File: src/rtl/adc_pp_pkg.sv
package adc_pp_pkg;

    localparam int SMP_W  = 12;
    localparam int RES_W  = 16;
    localparam int LEN_W  = 4;
    localparam int NTAPS  = 3;

    typedef enum logic [2:0] {
        PP_PASS  = 3'd0,
        PP_ACCUM = 3'd1,
        PP_FIR   = 3'd2,
        PP_IIR   = 3'd3,
        PP_DIFF  = 3'd4
    } pp_mode_e;

    typedef struct packed {
        logic [RES_W-1:0] data;
        logic             fire;
    } pp_result_t;

    // Weight code per tap: 0 -> x0, 1 -> x1, 2 -> x2, 3 -> x4 (quarters)
    function automatic logic [1:0] fir_code(input logic [1:0] sel, input int tap);
        logic [5:0] row;
        case (sel)
            2'd0:    row = {2'd1, 2'd1, 2'd2};
            2'd1:    row = {2'd1, 2'd2, 2'd1};
            2'd2:    row = {2'd0, 2'd0, 2'd3};
            default: row = {2'd0, 2'd2, 2'd2};
        endcase
        return row[tap*2 +: 2];
    endfunction

    function automatic logic [SMP_W+1:0] fir_term(input logic [SMP_W-1:0] x,
                                                  input logic [1:0] code);
        logic [SMP_W+1:0] xe;
        xe = {2'b00, x};
        case (code)
            2'd0:    return '0;
            2'd1:    return xe;
            2'd2:    return xe << 1;
            default: return xe << 2;
        endcase
    endfunction

endpackage

File: src/rtl/adc_pp_accum.sv
module adc_pp_accum #(
    parameter int SMP_W = 12,
    parameter int SUM_W = 16,
    parameter int LEN_W = 4
) (
    input  logic             clk,
    input  logic             rst,
    input  logic             clr,
    input  logic             en,
    input  logic [SMP_W-1:0] x,
    input  logic [LEN_W-1:0] len_m1,
    output logic [SUM_W-1:0] sum_next,
    output logic             done
);
    logic [SUM_W-1:0] sum_q, sum_base;
    logic [LEN_W-1:0] cnt_q, cnt_base;

    always_comb begin
        sum_base = clr ? '0 : sum_q;
        cnt_base = clr ? '0 : cnt_q;
        sum_next = sum_base + SUM_W'(x);
        done     = (cnt_base >= len_m1);
    end

    always_ff @(posedge clk) begin
        if (rst) begin
            sum_q <= '0;
            cnt_q <= '0;
        end else if (en) begin
            if (done) begin
                sum_q <= '0;
                cnt_q <= '0;
            end else begin
                sum_q <= sum_next;
                cnt_q <= cnt_base + 1'b1;
            end
        end else if (clr) begin
            sum_q <= '0;
            cnt_q <= '0;
        end
    end

endmodule

File: src/rtl/adc_pp_fir.sv
module adc_pp_fir
    import adc_pp_pkg::*;
#(
    parameter int SMP_W = 12
) (
    input  logic             clk,
    input  logic             rst,
    input  logic             clr,
    input  logic             en,
    input  logic [1:0]       sel,
    input  logic [SMP_W-1:0] x,
    output logic [SMP_W-1:0] y
);
    localparam int ACC_W = SMP_W + 4;

    logic [SMP_W-1:0] tap_x [NTAPS];
    logic [SMP_W-1:0] tap_q [1:NTAPS-1];
    logic [SMP_W+1:0] term  [NTAPS];
    logic [ACC_W-1:0] acc;

    assign tap_x[0] = x;

    for (genvar i = 1; i < NTAPS; i++) begin : g_tap
        assign tap_x[i] = clr ? '0 : tap_q[i];
        always_ff @(posedge clk) begin
            if (rst)
                tap_q[i] <= '0;
            else if (en)
                tap_q[i] <= tap_x[i-1];
            else if (clr)
                tap_q[i] <= '0;
        end
    end

    for (genvar i = 0; i < NTAPS; i++) begin : g_term
        assign term[i] = fir_term(tap_x[i], fir_code(sel, i));
    end

    always_comb begin
        acc = '0;
        for (int i = 0; i < NTAPS; i++)
            acc = acc + ACC_W'(term[i]);
    end

    assign y = acc[SMP_W+1:2];

endmodule

File: src/rtl/adc_pp_iir.sv
module adc_pp_iir #(
    parameter int SMP_W = 12
) (
    input  logic             clk,
    input  logic             rst,
    input  logic             clr,
    input  logic             en,
    input  logic [1:0]       sel,
    input  logic [SMP_W-1:0] x,
    output logic [SMP_W-1:0] y
);
    logic [SMP_W-1:0]        y_q, y_base;
    logic signed [SMP_W+1:0] delta, step, total;
    logic [2:0]              k;

    always_comb begin
        y_base = clr ? '0 : y_q;
        k      = {1'b0, sel} + 3'd1;
        delta  = $signed({2'b00, x}) - $signed({2'b00, y_base});
        step   = delta >>> k;
        total  = $signed({2'b00, y_base}) + step;
        y      = total[SMP_W-1:0];
    end

    always_ff @(posedge clk) begin
        if (rst)
            y_q <= '0;
        else if (en)
            y_q <= y;
        else if (clr)
            y_q <= '0;
    end

endmodule

File: src/rtl/adc_postproc.sv
module adc_postproc
    import adc_pp_pkg::*;
#(
    parameter int SMP_W = adc_pp_pkg::SMP_W,
    parameter int RES_W = adc_pp_pkg::RES_W,
    parameter int LEN_W = adc_pp_pkg::LEN_W
) (
    input  logic             clk,
    input  logic             rst,
    input  logic             smp_valid,
    input  logic [SMP_W-1:0] smp_data,
    input  logic [2:0]       mode,
    input  logic [1:0]       coef_sel,
    input  logic [LEN_W-1:0] acc_len_m1,
    input  logic [SMP_W-1:0] ref_value,
    input  logic             rd_strobe,
    output logic [RES_W-1:0] res_data,
    output logic             res_valid,
    output logic             res_event
);
    localparam int PAD_W = RES_W - SMP_W;

    logic [2:0]              mode_q;
    logic                    mode_chg;
    logic                    en_acc, en_fir, en_iir;
    logic [RES_W-1:0]        acc_sum;
    logic                    acc_done;
    logic [SMP_W-1:0]        fir_y, iir_y;
    logic signed [SMP_W:0]   diff_v;
    pp_result_t              nxt;

    assign mode_chg = (mode != mode_q);
    assign en_acc   = smp_valid && (mode == PP_ACCUM);
    assign en_fir   = smp_valid && (mode == PP_FIR);
    assign en_iir   = smp_valid && (mode == PP_IIR);

    adc_pp_accum #(.SMP_W(SMP_W), .SUM_W(RES_W), .LEN_W(LEN_W)) u_accum (
        .clk(clk), .rst(rst), .clr(mode_chg), .en(en_acc), .x(smp_data),
        .len_m1(acc_len_m1), .sum_next(acc_sum), .done(acc_done)
    );

    adc_pp_fir #(.SMP_W(SMP_W)) u_fir (
        .clk(clk), .rst(rst), .clr(mode_chg), .en(en_fir), .sel(coef_sel),
        .x(smp_data), .y(fir_y)
    );

    adc_pp_iir #(.SMP_W(SMP_W)) u_iir (
        .clk(clk), .rst(rst), .clr(mode_chg), .en(en_iir), .sel(coef_sel),
        .x(smp_data), .y(iir_y)
    );

    assign diff_v = $signed({1'b0, smp_data}) - $signed({1'b0, ref_value});

    always_comb begin
        nxt.fire = 1'b1;
        case (mode)
            PP_ACCUM: begin
                nxt.data = acc_sum;
                nxt.fire = acc_done;
            end
            PP_FIR:  nxt.data = {{PAD_W{1'b0}}, fir_y};
            PP_IIR:  nxt.data = {{PAD_W{1'b0}}, iir_y};
            PP_DIFF: nxt.data = {{(PAD_W-1){diff_v[SMP_W]}}, diff_v};
            default: nxt.data = {{PAD_W{1'b0}}, smp_data};
        endcase
    end

    always_ff @(posedge clk) begin
        if (rst) begin
            mode_q    <= PP_PASS;
            res_data  <= '0;
            res_valid <= 1'b0;
            res_event <= 1'b0;
        end else begin
            mode_q    <= mode;
            res_event <= smp_valid && nxt.fire;
            if (smp_valid && nxt.fire) begin
                res_data  <= nxt.data;
                res_valid <= 1'b1;
            end else if (rd_strobe) begin
                res_valid <= 1'b0;
            end
        end
    end

endmodule

File: config.mk
export PLATFORM = sky130hd
export DESIGN_NAME = adc_postproc
export DESIGN_NICKNAME = d
export VERILOG_FILES = /design/src/rtl/adc_pp_pkg.sv /design/src/rtl/adc_pp_accum.sv /design/src/rtl/adc_pp_fir.sv /design/src/rtl/adc_pp_iir.sv /design/src/rtl/adc_postproc.sv
export SDC_FILE = /design/constraint.sdc
export NUM_CORES = 1
export LEC_CHECK = 0
export ABC_AREA = 1
export BUFFER_PORTS_ARGS = -buffer_cell sky130_fd_sc_hd__clkbuf_2
export CAP_MARGIN = 25
export CELL_PAD_IN_SITES_DETAIL_PLACEMENT = 1
export CELL_PAD_IN_SITES_GLOBAL_PLACEMENT = 2
export CORE_ASPECT_RATIO = 1.4
export CORE_MARGIN = 2
export CORE_UTILIZATION = 30
export CTS_CLUSTER_SIZE = 16
export DETAILED_ROUTE_END_ITERATION = 16
export PLACE_DENSITY = 0.77
export SYNTH_ARGS = -nofsm -noshare
export SYNTH_HDL_FRONTEND = slang
export SYNTH_SLANG_ARGS = --single-unit
export TNS_END_PERCENT = 50
File: constraint.sdc
create_clock -name clk -period 6.77 [get_ports clk]
set_clock_uncertainty 0.1 [all_clocks]
set_input_delay 1.0155 -clock clk [delete_from_list [all_inputs] [get_ports clk]]
set_output_delay 1.0155 -clock clk [all_outputs]
set_load 0.02 [all_outputs]
* Word-level counts from Yosys, hierarchy flattened
Memories as Yosys holds them, arrays and structs flattened.
Cells that the tools add are included.
** Word-level totals
- Input bits :: 37
- Memories :: 1
- Word-level logic and storage cells :: 75
- Flip-flop bits (word level) :: 53
- Memory bits (writable) :: 24
- Output and inout bits :: 18
** Memory list
- u_fir.tap_q :: words 2, width 12, read ports 2, clocked after memory_dff 0, wr ports 2, line adc_pp_fir.sv:17 : logic [SMP_W-1:0] tap_q [1:NTAPS-1];
** Cells by class
- Mux-type cells :: 31
- Bitwise gates (word level) :: 4
- Add/subtract/negate cells :: 8
- Reduce and logical (&&, ||, !) cells :: 9
- $lt $le $gt $ge :: 1
- Shift operators :: 1
- Equality and inequality tests :: 13
** Operators with widths (count)
- $pmux W14 S3 :: 3
- $mux W12 :: 8
- $pmux W16 S4 :: 1
- $mux W16 :: 3
- $add A14 B14 Y14 :: 2
- $sub A12 B12 Y13 :: 2
- $add A16 B12 Y16 :: 1
- $pmux W5 S3 :: 1
- $sshr A14 B3 Y12 :: 1
- $add A12 B12 Y12 :: 1
- $mux W1 :: 12
- $mux W4 :: 3
- $logic_not A2 Y1 :: 4
- $eq A2 B1 Y1 const B :: 3
- $eq A2 B2 Y1 const B :: 3
- $eq A3 B2 Y1 const B :: 2
- $add A4 B1 Y4 const B :: 1
- $ge A4 B4 Y1 :: 1
- $logic_and A1 B1 Y1 :: 4
- $or A1 B1 Y1 :: 4
- $add A2 B1 Y3 const B :: 1
- $eq A3 B1 Y1 const B :: 1
- $eq A3 B3 Y1 const B :: 1
- $ne A3 B3 Y1 :: 1
- other kinds (3) :: 3

* Longest topological paths before layout
- Depth in word-level cells :: 7
- Gate-level depth with buffers :: 36
- Gate-level depth less buffers :: 34

* Cells and area by module
Synthesis repeated with hierarchy kept, for this count alone.
** Second synthesis, totals
- Cells, all modules :: 1271
- Area, all modules :: 8261.7 um^2
** By module, submodules not included
- adc_pp_fir :: sequential area each 720.7 um^2, instances 1, cells an instance 333, area an instance 2453.6 um^2
- adc_pp_iir :: sequential area each 240.2 um^2, instances 1, cells an instance 326, area an instance 2005.7 um^2
- adc_postproc :: sequential area each 420.4 um^2, instances 1, cells an instance 312, area an instance 1930.6 um^2
- adc_pp_accum :: sequential area each 400.4 um^2, instances 1, cells an instance 300, area an instance 1871.8 um^2

* Worst setup path before layout
No wires, ideal clock.
- Path type :: input -> register
- Start point :: input mode[2]
- End point :: register res_data[8]
- Data arrival time :: 5014 ps
- Path slack :: 1522 ps
- Library setup time :: 134 ps
- Cell stages on the path :: 36
- Buffers on the path :: 2
- Required time :: 6536 ps
- Path through :: xor2_1 -> nor2_2 -> nand2_4 -> inv_2 -> buf_6 -> buf_2 -> nand2_1 -> inv_1 -> ha_1 -> fa_1 -> o21ai_2 -> nand2_1 -> o21ai_2 -> nor2_1 -> o21bai_2 -> xnor2_1 -> nand2_1 -> nand2_1 -> nand2_1 -> a21oi_1 -> a21oi_1 -> ha_1 -> nand2_1 -> nand2_1 -> a31oi_1 -> o21ai_1 -> nand2_1 -> nand2_1 -> a21oi_1 -> or2_1 -> nand3_1 -> nand2_1 -> nor2_1 -> nand2_1 -> nand2_1 -> a21oi_1
** Between the ends
- Word-level cells in the longest chain between the ends :: 6
- Elaborated cells on any way between the ends :: 22
- Classes of those cells :: add/sub (5); order compare (1); eq/ne (5); shift (1); mux (9); reduce/logical (1)
** Ends and longest elaborated chain
- start, declared :: line adc_postproc.sv:12 : input logic [2:0] mode,
- $ne A3 B3 Y1 :: line adc_postproc.sv:32 : assign mode_chg = (mode != mode_q);
- $mux W12, on equally long branches
- $sub A12 B12 Y13 or $pmux W14 S3 (tied branches) :: line adc_pp_iir.sv:19, adc_pp_pkg.sv:37
- $sshr A14 B3 Y12 or $add A14 B14 Y14 (tied branches) :: line adc_pp_iir.sv:20, adc_pp_fir.sv:42
- $add A12 B12 Y12 or $add A14 B14 Y14 (tied branches) :: line adc_pp_iir.sv:21, adc_pp_fir.sv:42
- $pmux W16 S4 :: line adc_postproc.sv:56 : case (mode)
- end signal, assigned :: line adc_postproc.sv:78 : res_data <= nxt.data;
- end, declared :: line adc_postproc.sv:17 : output logic [RES_W-1:0] res_data,
Parallel ways exist; a longest one is shown, timed or not.
A chain may end at the register's enable or synchronous reset.

* Worst setup path after layout
- Start point :: input mode[2]
- End point :: register res_data[9]
The elaborated chain is that of the path after synthesis.

==> results.sh <==
export IMPL_track_usage=0.223
export IMPL_final_util=0.343
export IMPL_seq_area_frac_synth=0.238
export IMPL_crit_type="input port to flop"
export IMPL_critPathLaunchType="input port"
export IMPL_cts_max_level=3
export IMPL_relSlewSlack=0.342
export IMPL_viasPerCell=5.13
export IMPL_hold_viol_final=0
export IMPL_fin_hold_ws_ps=368
export IMPL_wire_per_inst_microns=19.1
export IMPL_syn_to_final_growth_pct=12.5
export IMPL_cts_root_buf="clkbuf_16"
export IMPL_antenna_found_initial=0
export IMPL_post_cts_resized=0
export IMPL_p_per_area_mw_per_mm2=173
export IMPL_final_cells=1475
export IMPL_setup_viol=0
export IMPL_cp_max_fo=19
export IMPL_setup_tns_ps=0
export IMPL_ys_ff_latch=77
export IMPL_end_kind="flop"
export IMPL_grt_max_degree=42
export IMPL_worstMarginPinSlew_ps=986
export IMPL_synth_cell_types=51
export IMPL_critPathRequiredTime_ps=6940
export IMPL_core_area_sq_mm=0.0246
export IMPL_place_port_buffers=54
export IMPL_rsz0062_at_grt="false"
export IMPL_placementRows=68
export IMPL_cts_hold_buf=0
export IMPL_drtIter0Drc=278
export IMPL_finalNetCount=1279
export IMPL_max_freq_ghz=0.166
export IMPL_syn_nets=1236
export IMPL_num_io_pins=55
export IMPL_drc=0
export IMPL_initial_utilization=0.305
export IMPL_netlist_area_sq_mm=0.00750
export IMPL_dp_hpwl_microns=22700
export IMPL_maxSlewViolCount=0
export IMPL_synth_area_per_cell_sq_um=6.74
export IMPL_outcome="finished clean"
export IMPL_hold_path_class="flop to flop"
export IMPL_ys_flop_type="dfxtp_1"
export IMPL_ir_drop_uv=96.3
export IMPL_clockBufferDepth=2
export IMPL_yosysWarningCount=0
export IMPL_cap_violations=0
export IMPL_grt_overflow_total=0
export IMPL_min_period_over_period=0.889
export IMPL_critPathArrivalTime_ps=6190
export IMPL_min_period_ps=6020
export IMPL_drive_gt1_frac=0.101
export IMPL_gp_routability_congestion=0.920
export IMPL_finalWirelength_microns=28100
export IMPL_p_leak_uw=0.00406
export IMPL_die_area_sq_mm=0.0263
export IMPL_clkLatencyLatePin_ps=350
export IMPL_grt_pass1_wl_microns=44000
export IMPL_die_x_microns=138
export IMPL_post_cts_buffers=0
export IMPL_die_h_microns=191
export IMPL_dr_pass1_iters=4
export IMPL_grt_pass1_vias=7841
export IMPL_place_inst=1458
export IMPL_ant_nets=0
export IMPL_clock_sinks=77
export IMPL_synthCells=1112
export IMPL_vias=7562
export IMPL_numCtsBuffers=9
export IMPL_power_uw=1460
export IMPL_synth_edff_count=24
export IMPL_antennaDiodeCount=0
export IMPL_clkSlewWorstSetupHoldPaths_ps=70
export IMPL_rrSetupSlack_ps=1250
export IMPL_tritoncts="built"
export IMPL_synthArstFlopShare=0
-- cell usage after synthesis (all sizes together), types with 5 or more instances --
| library cell | instances | area [sq um] |
|---|---|---|
| a21oi | 117 | 601 |
| a31oi | 9 | 56.3 |
| clkbuf | 16 | 60.1 |
| nor3 | 11 | 81.3 |
| nor2 | 110 | 443 |
| nand3 | 64 | 320 |
| o21bai | 5 | 41.3 |
| fa | 16 | 320 |
| a22oi | 5 | 37.5 |
| nand2 | 247 | 945 |
| o22ai | 19 | 119 |
| dfxtp | 53 | 1060 |
| or2 | 9 | 56.3 |
| ha | 71 | 888 |
| edfxtp | 24 | 721 |
| o21ai | 76 | 399 |
| buf | 15 | 88.8 |
| xor2 | 22 | 193 |
| inv | 168 | 631 |
| xnor2 | 13 | 114 |
| o2111ai | 6 | 52.6 |
-- worst max-delay path, stage by stage --
cell and delay, ps:
clkbuf_2 160, xor2_1 180, nor2_2 70, nand2_4 240, inv_2 180, nand2_1 110
inv_1 60, ha_1 200, fa_1 430, o21ai_2 260, nand2_1 90, o21ai_2 150
nor2_1 70, o21bai_2 120, xnor2_1 100, o21a_1 200, o21ai_2 130, nand2_1 80
o21ai_0 130, ha_1 310, a21oi_1 230, o21ai_0 160, a21oi_1 230, o21ai_0 130
xor2_1 180, o21ai_0 590, o21ai_0 220, a21oi_1 150
-- cells in the final DEF, fill, tap and decap left out, drive strengths merged --
cell type,count
buf,9
o2111ai,6
nand3,64
or2b,1
nand4,4
a21o,3
nand2,247
edfxtp,24
nor2,110
clkinv,4
o31ai,2
fa,16
nor3,11
ha,71
o22ai,19
o211ai,4
a22oi,5
o21ai,76
xnor2,13
a221oi,4
a21oi,117
a21boi,2
dfxtp,53
o21a,3
a31oi,9
o221ai,4
bufinv,1
o21bai,5
a211oi,4
inv,170
nand3b,1
xor2,22
a32oi,1
a211o,1
or2,9
clkbuf,65
-- registers in the layout, indices dropped and copies added, names as in the netlist --
register / cells
res_data: 16
mode_q: 3
res_event: 1
u_accum.sum_q: 16
u_iir.y_q: 12
u_fir.tap_q: 24
res_valid: 1
u_accum.cnt_q: 4
-- kinds of logic after synthesis --
kind of cell,after synthesis,share of synthesized area
simple gates,447,0.251
compound gates,265,0.204
buf+inv,201,0.105
fa+ha+maj,87,0.161
flops,77,0.238
xor+xnor,35,0.0409
-- final timing paths --
check	end	cells after the start	start
hold / removal	res_data[3]	2	res_data[3]
setup / recovery	res_data[9]	28	mode[2]
hold reg to reg	res_data[3]	2	res_data[3]
setup reg to reg	res_data[9]	27	mode_q[2]
-- through the flow --
stage	setup WS (ps)	instance area, sq um
6_report	751	8440
5_1_grt	400	8440
4_1_cts	759	8410
3_5_place_dp	393	8070
3_3_place_gp	496	8070
2_1_floorplan	1520	7500
-- area by class of cell --
cell class	count	area (sq um)
inverters	170	638
repair buffers	63	358
multi-input cells	834	4930
well taps	315	394
clock buffers	11	275
fillers	3116	16200
clock inverters	5	61.3
flip-flops and latches	77	1780
-- metal layers --
metal,vias to the layer above,routed length [microns],share of wire,global-route usage
met4,0,1080,0.038,0.0936
met5,-,0,0,0
met2,111,14500,0.51,0.404
met1,3638,11900,0.42,0.263
li1,3771,-,-,-
met3,42,663,0.024,0.0223
-- where the power goes --
group          switching, uW  leakage [uW]  total (uW)  internal (uW)
sequential              7.07      0.000719         499            492
clock                    221      0.000167         554            334
combinational            277       0.00317         403            126
No activity file was read; power rests on OpenSTA's default activity.
